==> config.mk <==
export PLATFORM = sky130hd
export DESIGN_NAME = synth_prog_ctrl
export DESIGN_NICKNAME = d
export VERILOG_FILES = /design/src/rtl/synth_prog_pkg.sv /design/src/rtl/ndiv_calc.sv /design/src/rtl/req_hold.sv /design/src/rtl/serial_shifter.sv /design/src/rtl/synth_prog_ctrl.sv
export SDC_FILE = /design/constraint.sdc
export NUM_CORES = 1
export LEC_CHECK = 0
export ABC_CLOCK_PERIOD_IN_PS = 2300
export BUFFER_PORTS_ARGS = -buffer_cell sky130_fd_sc_hd__buf_4
export CORE_MARGIN = 2
export CORE_UTILIZATION = 52
export DETAILED_ROUTE_END_ITERATION = 8
export PLACE_DENSITY = 0.8
export SYNTH_ARGS = -nofsm -noshare
export SYNTH_HDL_FRONTEND = slang
export SYNTH_SLANG_ARGS = --single-unit
==> constraint.sdc <==
create_clock -name clk -period 2.3 [get_ports clk]
set_clock_uncertainty 0.2 [all_clocks]
set_input_delay 0.23 -clock clk [delete_from_list [all_inputs] [get_ports clk]]
set_output_delay 0.23 -clock clk [all_outputs]
set_load 0.03 [all_outputs]
==> src/rtl/synth_prog_pkg.sv <==
// Package: shared widths, latch codes and state types for the
// synthesizer programming controller.
package synth_prog_pkg;
    localparam int WORD_W = 24;   // bits per serial word
    localparam int A_W    = 6;    // A count field width
    localparam int B_W    = 13;   // B count field width

    // Latch codes carried in bits 1:0 of each word
    localparam logic [1:0] LC_REF  = 2'b00;
    localparam logic [1:0] LC_NDIV = 2'b01;
    localparam logic [1:0] LC_FUNC = 2'b10;
    localparam logic [1:0] LC_INIT = 2'b11;

    typedef enum logic [1:0] {SQ_LOAD, SQ_WAIT, SQ_IDLE} seq_st_t;
    typedef enum logic [1:0] {SH_IDLE, SH_SHIFT, SH_STROBE} sh_st_t;
endpackage

==> src/rtl/ndiv_calc.sv <==
// Module: ndiv_calc
// Turns a channel index into the divider word. The total division is
// N = N_BASE + chan, split as B = N / PRESC and A = N mod PRESC.
// Purely combinational. Assumes CH_W is below A_W + B_W.
module ndiv_calc
    import synth_prog_pkg::*;
#(
    parameter int CH_W   = 8,
    parameter int N_BASE = 1264,
    parameter int PRESC  = 32
) (
    input  logic [CH_W-1:0]   chan,
    input  logic              gain,
    output logic [WORD_W-1:0] word,
    output logic              bad
);
    localparam int NW = A_W + B_W;

    logic [NW-1:0] n_tot, b_full, a_full;

    // Split the total division into prescaler quotient and remainder
    always_comb begin
        n_tot  = NW'(N_BASE) + NW'(chan);
        b_full = n_tot / NW'(PRESC);
        a_full = n_tot % NW'(PRESC);
        bad    = (a_full > b_full) || ((b_full >> B_W) != '0)
                 || ((a_full >> A_W) != '0);
        word   = {2'b00, gain, b_full[B_W-1:0], a_full[A_W-1:0], LC_NDIV};
    end
endmodule

==> src/rtl/req_hold.sv <==
// Module: req_hold
// One-entry request register. A new request always overwrites the
// entry. A take clears it unless a new request arrives in the same cycle.
module req_hold #(
    parameter int CH_W = 8
) (
    input  logic            clk,
    input  logic            rst_n,
    input  logic            in_valid,
    input  logic [CH_W-1:0] in_chan,
    input  logic            take,
    output logic            pend_valid,
    output logic [CH_W-1:0] pend_chan
);
    // Store newest request, drop it once taken
    always_ff @(posedge clk) begin
        if (!rst_n) begin
            pend_valid <= 1'b0;
            pend_chan  <= '0;
        end else if (in_valid) begin
            pend_valid <= 1'b1;
            pend_chan  <= in_chan;
        end else if (take) begin
            pend_valid <= 1'b0;
        end
    end
endmodule

==> src/rtl/serial_shifter.sv <==
// Module: serial_shifter
// Shifts one word out MSB first on a three-line link, then raises the load
// strobe for LE_HALF serial half periods. Data changes together with
// the serial clock falling. Start is accepted only while busy is low.
module serial_shifter
    import synth_prog_pkg::*;
#(
    parameter int CLK_DIV = 2,
    parameter int LE_HALF = 4
) (
    input  logic              clk,
    input  logic              rst_n,
    input  logic              start,
    input  logic [WORD_W-1:0] word,
    output logic              sclk,
    output logic              sdata,
    output logic              sle,
    output logic              busy,
    output logic              done
);
    localparam int DIV_W = $clog2(CLK_DIV + 1);
    localparam int BIT_W = $clog2(WORD_W);
    localparam int LE_W  = $clog2(LE_HALF + 1);

    sh_st_t            st;
    logic [DIV_W-1:0]  divcnt;
    logic [BIT_W-1:0]  bitcnt;
    logic [LE_W-1:0]   lecnt;
    logic [WORD_W-1:0] shreg;
    logic              tick;

    assign tick = (divcnt == DIV_W'(CLK_DIV - 1));
    assign busy = (st != SH_IDLE);

    // Half-period divider, held at zero while idle
    always_ff @(posedge clk) begin
        if (!rst_n || st == SH_IDLE || tick) divcnt <= '0;
        else                                 divcnt <= divcnt + 1'b1;
    end

    // Shift and strobe sequencing
    always_ff @(posedge clk) begin
        if (!rst_n) begin
            st     <= SH_IDLE;
            shreg  <= '0;
            bitcnt <= '0;
            lecnt  <= '0;
            sclk   <= 1'b0;
            sdata  <= 1'b0;
            sle    <= 1'b0;
            done   <= 1'b0;
        end else begin
            done <= 1'b0;
            case (st)
                SH_IDLE: if (start) begin
                    shreg  <= word;
                    sdata  <= word[WORD_W-1];
                    bitcnt <= '0;
                    sclk   <= 1'b0;
                    st     <= SH_SHIFT;
                end
                SH_SHIFT: if (tick) begin
                    if (!sclk) begin
                        sclk <= 1'b1;
                    end else begin
                        sclk <= 1'b0;
                        if (bitcnt == BIT_W'(WORD_W - 1)) begin
                            sle   <= 1'b1;
                            lecnt <= '0;
                            st    <= SH_STROBE;
                        end else begin
                            shreg  <= shreg << 1;
                            sdata  <= shreg[WORD_W-2];
                            bitcnt <= bitcnt + 1'b1;
                        end
                    end
                end
                SH_STROBE: if (tick) begin
                    if (lecnt == LE_W'(LE_HALF - 1)) begin
                        sle  <= 1'b0;
                        done <= 1'b1;
                        st   <= SH_IDLE;
                    end else begin
                        lecnt <= lecnt + 1'b1;
                    end
                end
                default: st <= SH_IDLE;
            endcase
        end
    end
endmodule

==> src/rtl/synth_prog_ctrl.sv <==
// Module: synth_prog_ctrl (top)
// Sequences the start-up write of all four latches, then serves channel
// requests by sending divider words only. Assumes the configuration
// inputs are held stable while busy is high.
module synth_prog_ctrl
    import synth_prog_pkg::*;
#(
    parameter int CH_W    = 8,
    parameter int N_BASE  = 1264,
    parameter int PRESC   = 32,
    parameter int CLK_DIV = 2
) (
    input  logic              clk,
    input  logic              rst_n,
    input  logic              req_valid,
    input  logic [CH_W-1:0]   req_chan,
    input  logic              cp_gain,
    input  logic [WORD_W-1:0] init_word,
    input  logic [WORD_W-1:0] func_word,
    input  logic [WORD_W-1:0] ref_word,
    output logic              ser_clk,
    output logic              ser_data,
    output logic              ser_le,
    output logic              busy,
    output logic              done,
    output logic              err
);
    localparam int LE_HALF = 4;              // two full serial periods
    localparam logic [1:0] LAST_STEP = 2'd3;

    seq_st_t           st;
    logic [1:0]        step;
    logic              boot;
    logic [CH_W-1:0]   run_chan, pend_chan, calc_chan;
    logic              pend_valid, take;
    logic [WORD_W-1:0] n_word, tx_word;
    logic              n_bad, sh_busy, sh_done;

    assign take = (st == SQ_IDLE) && pend_valid;
    assign busy = (st != SQ_IDLE) || pend_valid;

    req_hold #(.CH_W(CH_W)) u_hold (
        .clk(clk), .rst_n(rst_n), .in_valid(req_valid), .in_chan(req_chan),
        .take(take), .pend_valid(pend_valid), .pend_chan(pend_chan)
    );

    // Channel under computation: waiting request when idle, else running one
    always_comb begin
        if (st == SQ_IDLE) calc_chan = pend_chan;
        else if (boot)     calc_chan = '0;
        else               calc_chan = run_chan;
    end

    ndiv_calc #(.CH_W(CH_W), .N_BASE(N_BASE), .PRESC(PRESC)) u_calc (
        .chan(calc_chan), .gain(cp_gain), .word(n_word), .bad(n_bad)
    );

    // Word selection with forced latch code
    always_comb begin
        tx_word = n_word;
        if (boot) begin
            case (step)
                2'd0:    tx_word = (init_word & ~WORD_W'(3)) | WORD_W'(LC_INIT);
                2'd1:    tx_word = (func_word & ~WORD_W'(3)) | WORD_W'(LC_FUNC);
                2'd2:    tx_word = (ref_word  & ~WORD_W'(3)) | WORD_W'(LC_REF);
                default: tx_word = n_word;
            endcase
        end
    end

    serial_shifter #(.CLK_DIV(CLK_DIV), .LE_HALF(LE_HALF)) u_shift (
        .clk(clk), .rst_n(rst_n), .start(st == SQ_LOAD), .word(tx_word),
        .sclk(ser_clk), .sdata(ser_data), .sle(ser_le),
        .busy(sh_busy), .done(sh_done)
    );

    // Sequencer: start-up steps, then request service
    always_ff @(posedge clk) begin
        if (!rst_n) begin
            st       <= SQ_LOAD;
            step     <= '0;
            boot     <= 1'b1;
            run_chan <= '0;
            done     <= 1'b0;
            err      <= 1'b0;
        end else begin
            done <= 1'b0;
            err  <= 1'b0;
            case (st)
                SQ_LOAD: if (!sh_busy) st <= SQ_WAIT;
                SQ_WAIT: if (sh_done) begin
                    if (boot && step != LAST_STEP) begin
                        step <= step + 1'b1;
                        st   <= SQ_LOAD;
                    end else begin
                        boot <= 1'b0;
                        done <= 1'b1;
                        st   <= SQ_IDLE;
                    end
                end
                SQ_IDLE: if (pend_valid) begin
                    if (n_bad) begin
                        err <= 1'b1;
                    end else begin
                        run_chan <= pend_chan;
                        st       <= SQ_LOAD;
                    end
                end
                default: st <= SQ_IDLE;
            endcase
        end
    end
endmodule

# Yosys cells after proc, flatten, opt, wreduce, memory -nomap -nowiden

Index checks and enable logic that the tools add are counted.

Word-level logic and storage cells: 127
Output and inout bits: 6
Input port bits: 84
Register bits: 63

Reduce and logical (&&, ||, !) cells: 26
$add $sub $neg: 5
Equal/unequal tests: 23
$lt $le $gt $ge: 1
Multiplexer cells: 53
Bitwise logic cells: 2

Operators by type and width:

| cell                                                 | count |
|---|---|
| 2-to-1 mux 23 bit                                    | 4 |
| one-hot mux 24 bit (3 select lines)                  | 1 |
| one-hot mux 23 bit (2 select lines)                  | 1 |
| 2-to-1 mux 24 bit                                    | 1 |
| 2-to-1 mux 2 bit                                     | 11 |
| AND reduction 3 bit                                  | 7 |
| 2-to-1 mux 5 bit                                     | 4 |
| AND reduction 6 bit                                  | 3 |
| 2-to-1 mux 1 bit                                     | 17 |
| 2-to-1 mux 8 bit                                     | 2 |
| != test 2 x 1 -> 1 bit (second input constant)       | 8 |
| 2-to-1 mux 3 bit                                     | 5 |
| greater-than comparator 5 x 14 -> 1 bit              | 1 |
| adder 11 x 8 -> 12 bit (first input constant)        | 1 |
| != test 2 bit (second input constant)                | 6 |
| one-hot mux 2 bit (3 select lines)                   | 2 |
| one-hot mux 5 bit (2 select lines)                   | 1 |
| equality test 2 x 1 -> 1 bit (second input constant) | 4 |
| nonzero test 2 bit                                   | 4 |
| equality test 2 bit (second input constant)          | 3 |
| logical NOT 2 bit                                    | 3 |
| one-hot mux 1 bit (2 select lines)                   | 3 |
| one-hot mux 3 bit (2 select lines)                   | 1 |
| adder 5 x 1 -> 5 bit (second input constant)         | 1 |
| other kinds (11)                                     | 16 |

# Logic depth before layout (Yosys ltp)

Depth after elaboration: 8
Gate-level depth with buffers: 8
Gate-level depth less buffers: 7

# By module

Synthesis repeated with hierarchy kept, for this count alone.

Cells, all modules: 465
Area, all modules: 3,794.9 sq um

Modules (own cells, without submodules):

| module          | seq. area each (sq um) | times used | cells each | area an instance (sq um) |
|---|---|---|---|---|
| serial_shifter  | 780.7                  | 1          | 221        | 1,961.9 |
| synth_prog_ctrl | 300.3                  | 1          | 185        | 1,281.2 |
| req_hold        | 180.2                  | 1          | 28         | 335.3 |
| ndiv_calc       | 0.0                    | 1          | 31         | 216.5 |

# Worst setup path after synthesis

OpenSTA, ideal clock, no wires.

Kind: register to register
Start point: register step[0]
End point: register u_shift.shreg[5]
Setup time: 0.116 ns
Required time: 1.984 ns
Period minus slack after synthesis: 2.062 ns
Buffers on the path: 1
Slack: 0.238 ns
Stages on the path, launching flop included: 9
Data arrival time: 1.746 ns
Cell sequence: dfxtp_1 -> inv_1 -> ha_1 -> clkbuf_1 -> a222oi_1 -> nor2_1 -> a221oi_1 -> a211oi_1 -> a31o_2

Longest elaborated chain between the ends: 5
Elaborated cells between the ends (all ways): 7
Classes of those cells: 2 x eq/ne; 4 x mux; 1 x reduce/logical

Ends and longest elaborated chain:

| item                                        | RTL line              | RTL |
|---|---|---|
| from (decl)                                 | synth_prog_ctrl.sv:32 | `logic [1:0] step;` |
| from (signal assigned)                      | synth_prog_ctrl.sv:93 | `step <= step + 1'b1;` |
| equality test 2 bit (tied with other cells) | synth_prog_ctrl.sv:62 | `case (step)` |
| one-hot mux 24 bit (3 select lines) (*)     | synth_prog_ctrl.sv:62 |  |
| 2-to-1 mux 24 bit (*)                       | synth_prog_ctrl.sv:61 | `if (boot) begin` |
| 2-to-1 mux 23 bit (*)                       | serial_shifter.sv:55  | `SH_IDLE: if (start) begin` |
| one-hot mux 23 bit (2 select lines) (*)     | serial_shifter.sv:54  | `case (st)` |
| to (signal assigned)                        | serial_shifter.sv:56  | `shreg <= word;` |
| to (signal assigned)                        | serial_shifter.sv:72  | `shreg <= shreg << 1;` |
| to (decl)                                   | serial_shifter.sv:29  | `logic [WORD_W-1:0] shreg;` |

Every way passes the cells marked *; elsewhere a longest branch is shown, timed or not. The select of a mux whose other input is x is not followed.
A chain may end at the register's enable or synchronous reset.

# Worst setup path in the final report

Start point: register step[0]
End point: register u_shift.shreg[2]

The elaborated chain is that of the path after synthesis.

==> qor.txt <==
Outcome - completed
Simple-gate share of the synthesized area - 19.1%
Design Area, Final - 4200 sq um
Worst EP required - 2.33 ns
Clk_lat worst skew - 0.34 ns
Vias per cell - 5.74
Most Crowded Layer GR - met2
XOR/XNOR share of the synthesized area - 1.65%
Largest family of logic cells by synthesized area - compound AO/OA/AOI/OAI gates
Synth area leader - dfxtp_1
Synth area leaders - dfxtp_1 39%, a21oi_1 6.9%, a222oi_1 6.0%, nor2_1 5.9%, a211oi_2 3.9%
Synth Area in Adders - 3.53%
Seq/Total Area, Yosys - 38.9%
Die ar. - 6780 sq um
Via count - 3119
Yosys reg bits - 62
Dpl hpwl - 5900 um
GRT overflow - 0
Final Cycle Share - 94.7%
Largest net degree at the start of global routing - 35
Area Overhead vs Synth - 31.5%
Setup TNS - 0 ns
Max frequency - 459 MHz
Distinct cells, synth - 42
CP max stage cell - dfxtp_1
DRT Pass-1 Iters - 9
Worst slew pin tran - 0.577 ns
All-Layer GR Usage - 25.9%
Routing usage on met2 - 48.0%
Synth Area in Compound Gates - 26.9%
Cell Area, Synth - 3190 sq um
Setup CP Type - register to register
RR Startpoint - step[0]
Die width - 82.3 um
Critical Path Fanout Max - 6
Peak per-stage delay on the critical path - 0.41 ns
Final Hold Vio Count - 0
Antenna-violating nets left - 0
Met1 usage - 29.8%
Core area - 5920 sq um
CP cell instances - inv_1 -> ha_1 -> a222oi_1 -> nor2_1 -> a221oi_1 -> a211oi_1 -> a31o_2
First-pass GRT wire length - 13600 um
# Max-Cap Violations - 0
Post-Route WL - 8110 um
Post-synthesis mux area share - 3.76%
Register area - 1240 sq um
Maximum vdd drop - 0.576 mV
Hold Path Origin - req_valid
Delay-heaviest family, CP - compound AO/OA/AOI/OAI gates
DR WL/cell - 14.9 um
FFs w/ async S/R, synth - 0%
Initial antenna violation count - 0
Final nets - 556
List of most frequent post-synthesis cells - 62 x dfxtp_1, 50 x nor2_1, 44 x a21oi_1, 29 x clkbuf_1, 27 x nand2_1
Slew Limit Headroom - 61.5%
Min Tclk post-route - 2.18 ns
Footprint of the multi-input gates - 1770 sq um
Cell with the most instances after synthesis - dfxtp_1
Leak pwr - 1.78 nW
Worst Hold Class - input port to register
Fillers - 460
Share of layout cells above drive strength 1 - 28.4%
Crit path launch type - register
FP Rows - 28
Clock buffer depth - 2
Worst Path Arrival - 2.21 ns
Post-synth EDFFs - 0
Clk pin slew, worst setup/hold paths - 0.07 ns
Iter 0 DRT Violations - 228
Die height - 82.3 um
RSZ-0062 raised after global routing - false
Count of input and output buffers - 82
Initial core utilization - 53.9%
Met3 Track Usage GR - 5.22%
CTS tree - yes
N_diodes - 0
Drt drc - 0
Final slew viol count - 0
Root Driver - clkbuf_8
Placed instance area - 3880 sq um
Pwr Density - 671 nW/um^2
Syn_nets - 474
Buf/Inv on CP - 1
Yosys top cell area share - 38.9%
Vias in the first global route - 3047
Final Setup Violations - 0
Setup crit end kind - register
Critical path origin - step[0]
I/O Pins - 90
Mapped Avg Cell Area - 8.38 sq um
Primary FF master, synth - dfxtp_1
CTS HTree Levels - 3
Clock Sink Count - 62
Gpl congestion - 0.807
Cells after synthesis - 381
Hold_ws - 0.0204 ns
TritonCTS Buffers - 9
Synth warn - 0
==> tightest hold or removal path: cells and delay by family <==
kind	cells	cell delay [ns]
buffers and inverters	1	0.16
and+or+nand+nor	1	0.07
AOI/OAI and AO/OA	1	0.06
==> routing by layer <==
metal  wire [um]  part of all wire [%]
met2        4240                    52
met4         102                   1.3
met5           0                     0
met3         345                   4.3
met1        3420                    42
==> sequential cells by signal (all words and copies together) (netlist names), 2 cells and up <==
register,count
run_chan,8
u_shift.st,2
u_hold.pend_chan,8
u_shift.shreg,23
st,2
step,2
u_shift.lecnt,3
u_shift.divcnt,2
u_shift.bitcnt,5
==> metrics by stage <==
step | setup slack (ns) | utilization (%) | power [mW] | cells
6_report | 0.123 | 70.9 | 2.82 | 543
5_1_grt | 0.00989 | 70.9 | 2.93 | 543
4_1_cts | 0.117 | 70.8 | 2.83 | 543
3_5_place_dp | 0.129 | 65.5 | 1.73 | 519
3_3_place_gp | 0.228 | 65.5 | 1.71 | 519
2_1_floorplan | 0.238 | - | 1.55 | 381
==> logic make-up (layout without fill, tap and decap cells) <==
logic type	Yosys count	count (layout)
simple gates	131	131
compound gates	115	115
flops	62	62
buf+inv	45	132
mux	12	12
fa+ha+maj	9	9
xor+xnor	6	6
other cells	1	1
==> cell usage in the layout (no fill, tap or decap), types with 2 or more instances in the layout <==
cell type and count:
bufinv_16 2, a21oi_1 44, clkbuf_8 11, o21ai_0 9
nand2_1 27, nor2b_1 3, nand2b_1 5, a211oi_1 6
buf_4 96, ha_1 9, o211ai_1 5, a221oi_1 3
and3b_1 4, xnor2_1 4, nor3_1 14, mux2i_1 12
dlygate4sd3_1 8, nand4_1 2, and2_1 2, a211oi_2 10
nand3_1 17, a22oi_1 4, nor2_1 50, a31o_2 4
a222oi_1 19, a31oi_1 5, dfxtp_1 62, xor2_1 2
inv_1 10
==> worst paths after layout <==
kind                            end  slack, ns  depth (start not counted)
setup / recovery   u_shift.shreg[2]       0.12                          7
setup reg to reg   u_shift.shreg[2]       0.12                          7
hold / removal    u_hold.pend_valid       0.02                          3
hold reg to reg   u_shift.divcnt[0]       0.23                          1
==> area by class of cell <==
class                           instances  share of cell area (%)
Timing Repair Buffer                  105                    19.6
Clock inverter                          5                    1.94
Multi-Input combinational cell        274                    42.1
Sequential cell                        62                    29.6
Tap cell                               75                    2.24
Inverter                               11                   0.984
Clock buffer                           11                    3.61
==> power breakdown <==
part	internal [mW]	leakage (nW)	switching, mW	total, mW
combinational	0.254	1.16	0.259	0.513
clock	0.669	0.116	0.426	1.09
sequential	1.16	0.508	0.0514	1.21
==> timing repair <==
| action | 4_1_cts | 5_1_grt |
|---|---|---|
| hold buffers | 8 | 0 |
| endpoints found under the setup margin | 0 | 2 |
| endpoints found under the hold margin | 8 | 0 |
| buffers inserted | 0 | 0 |
| resized for setup | 0 | 1 |
(Power assumes the default switching activity.)
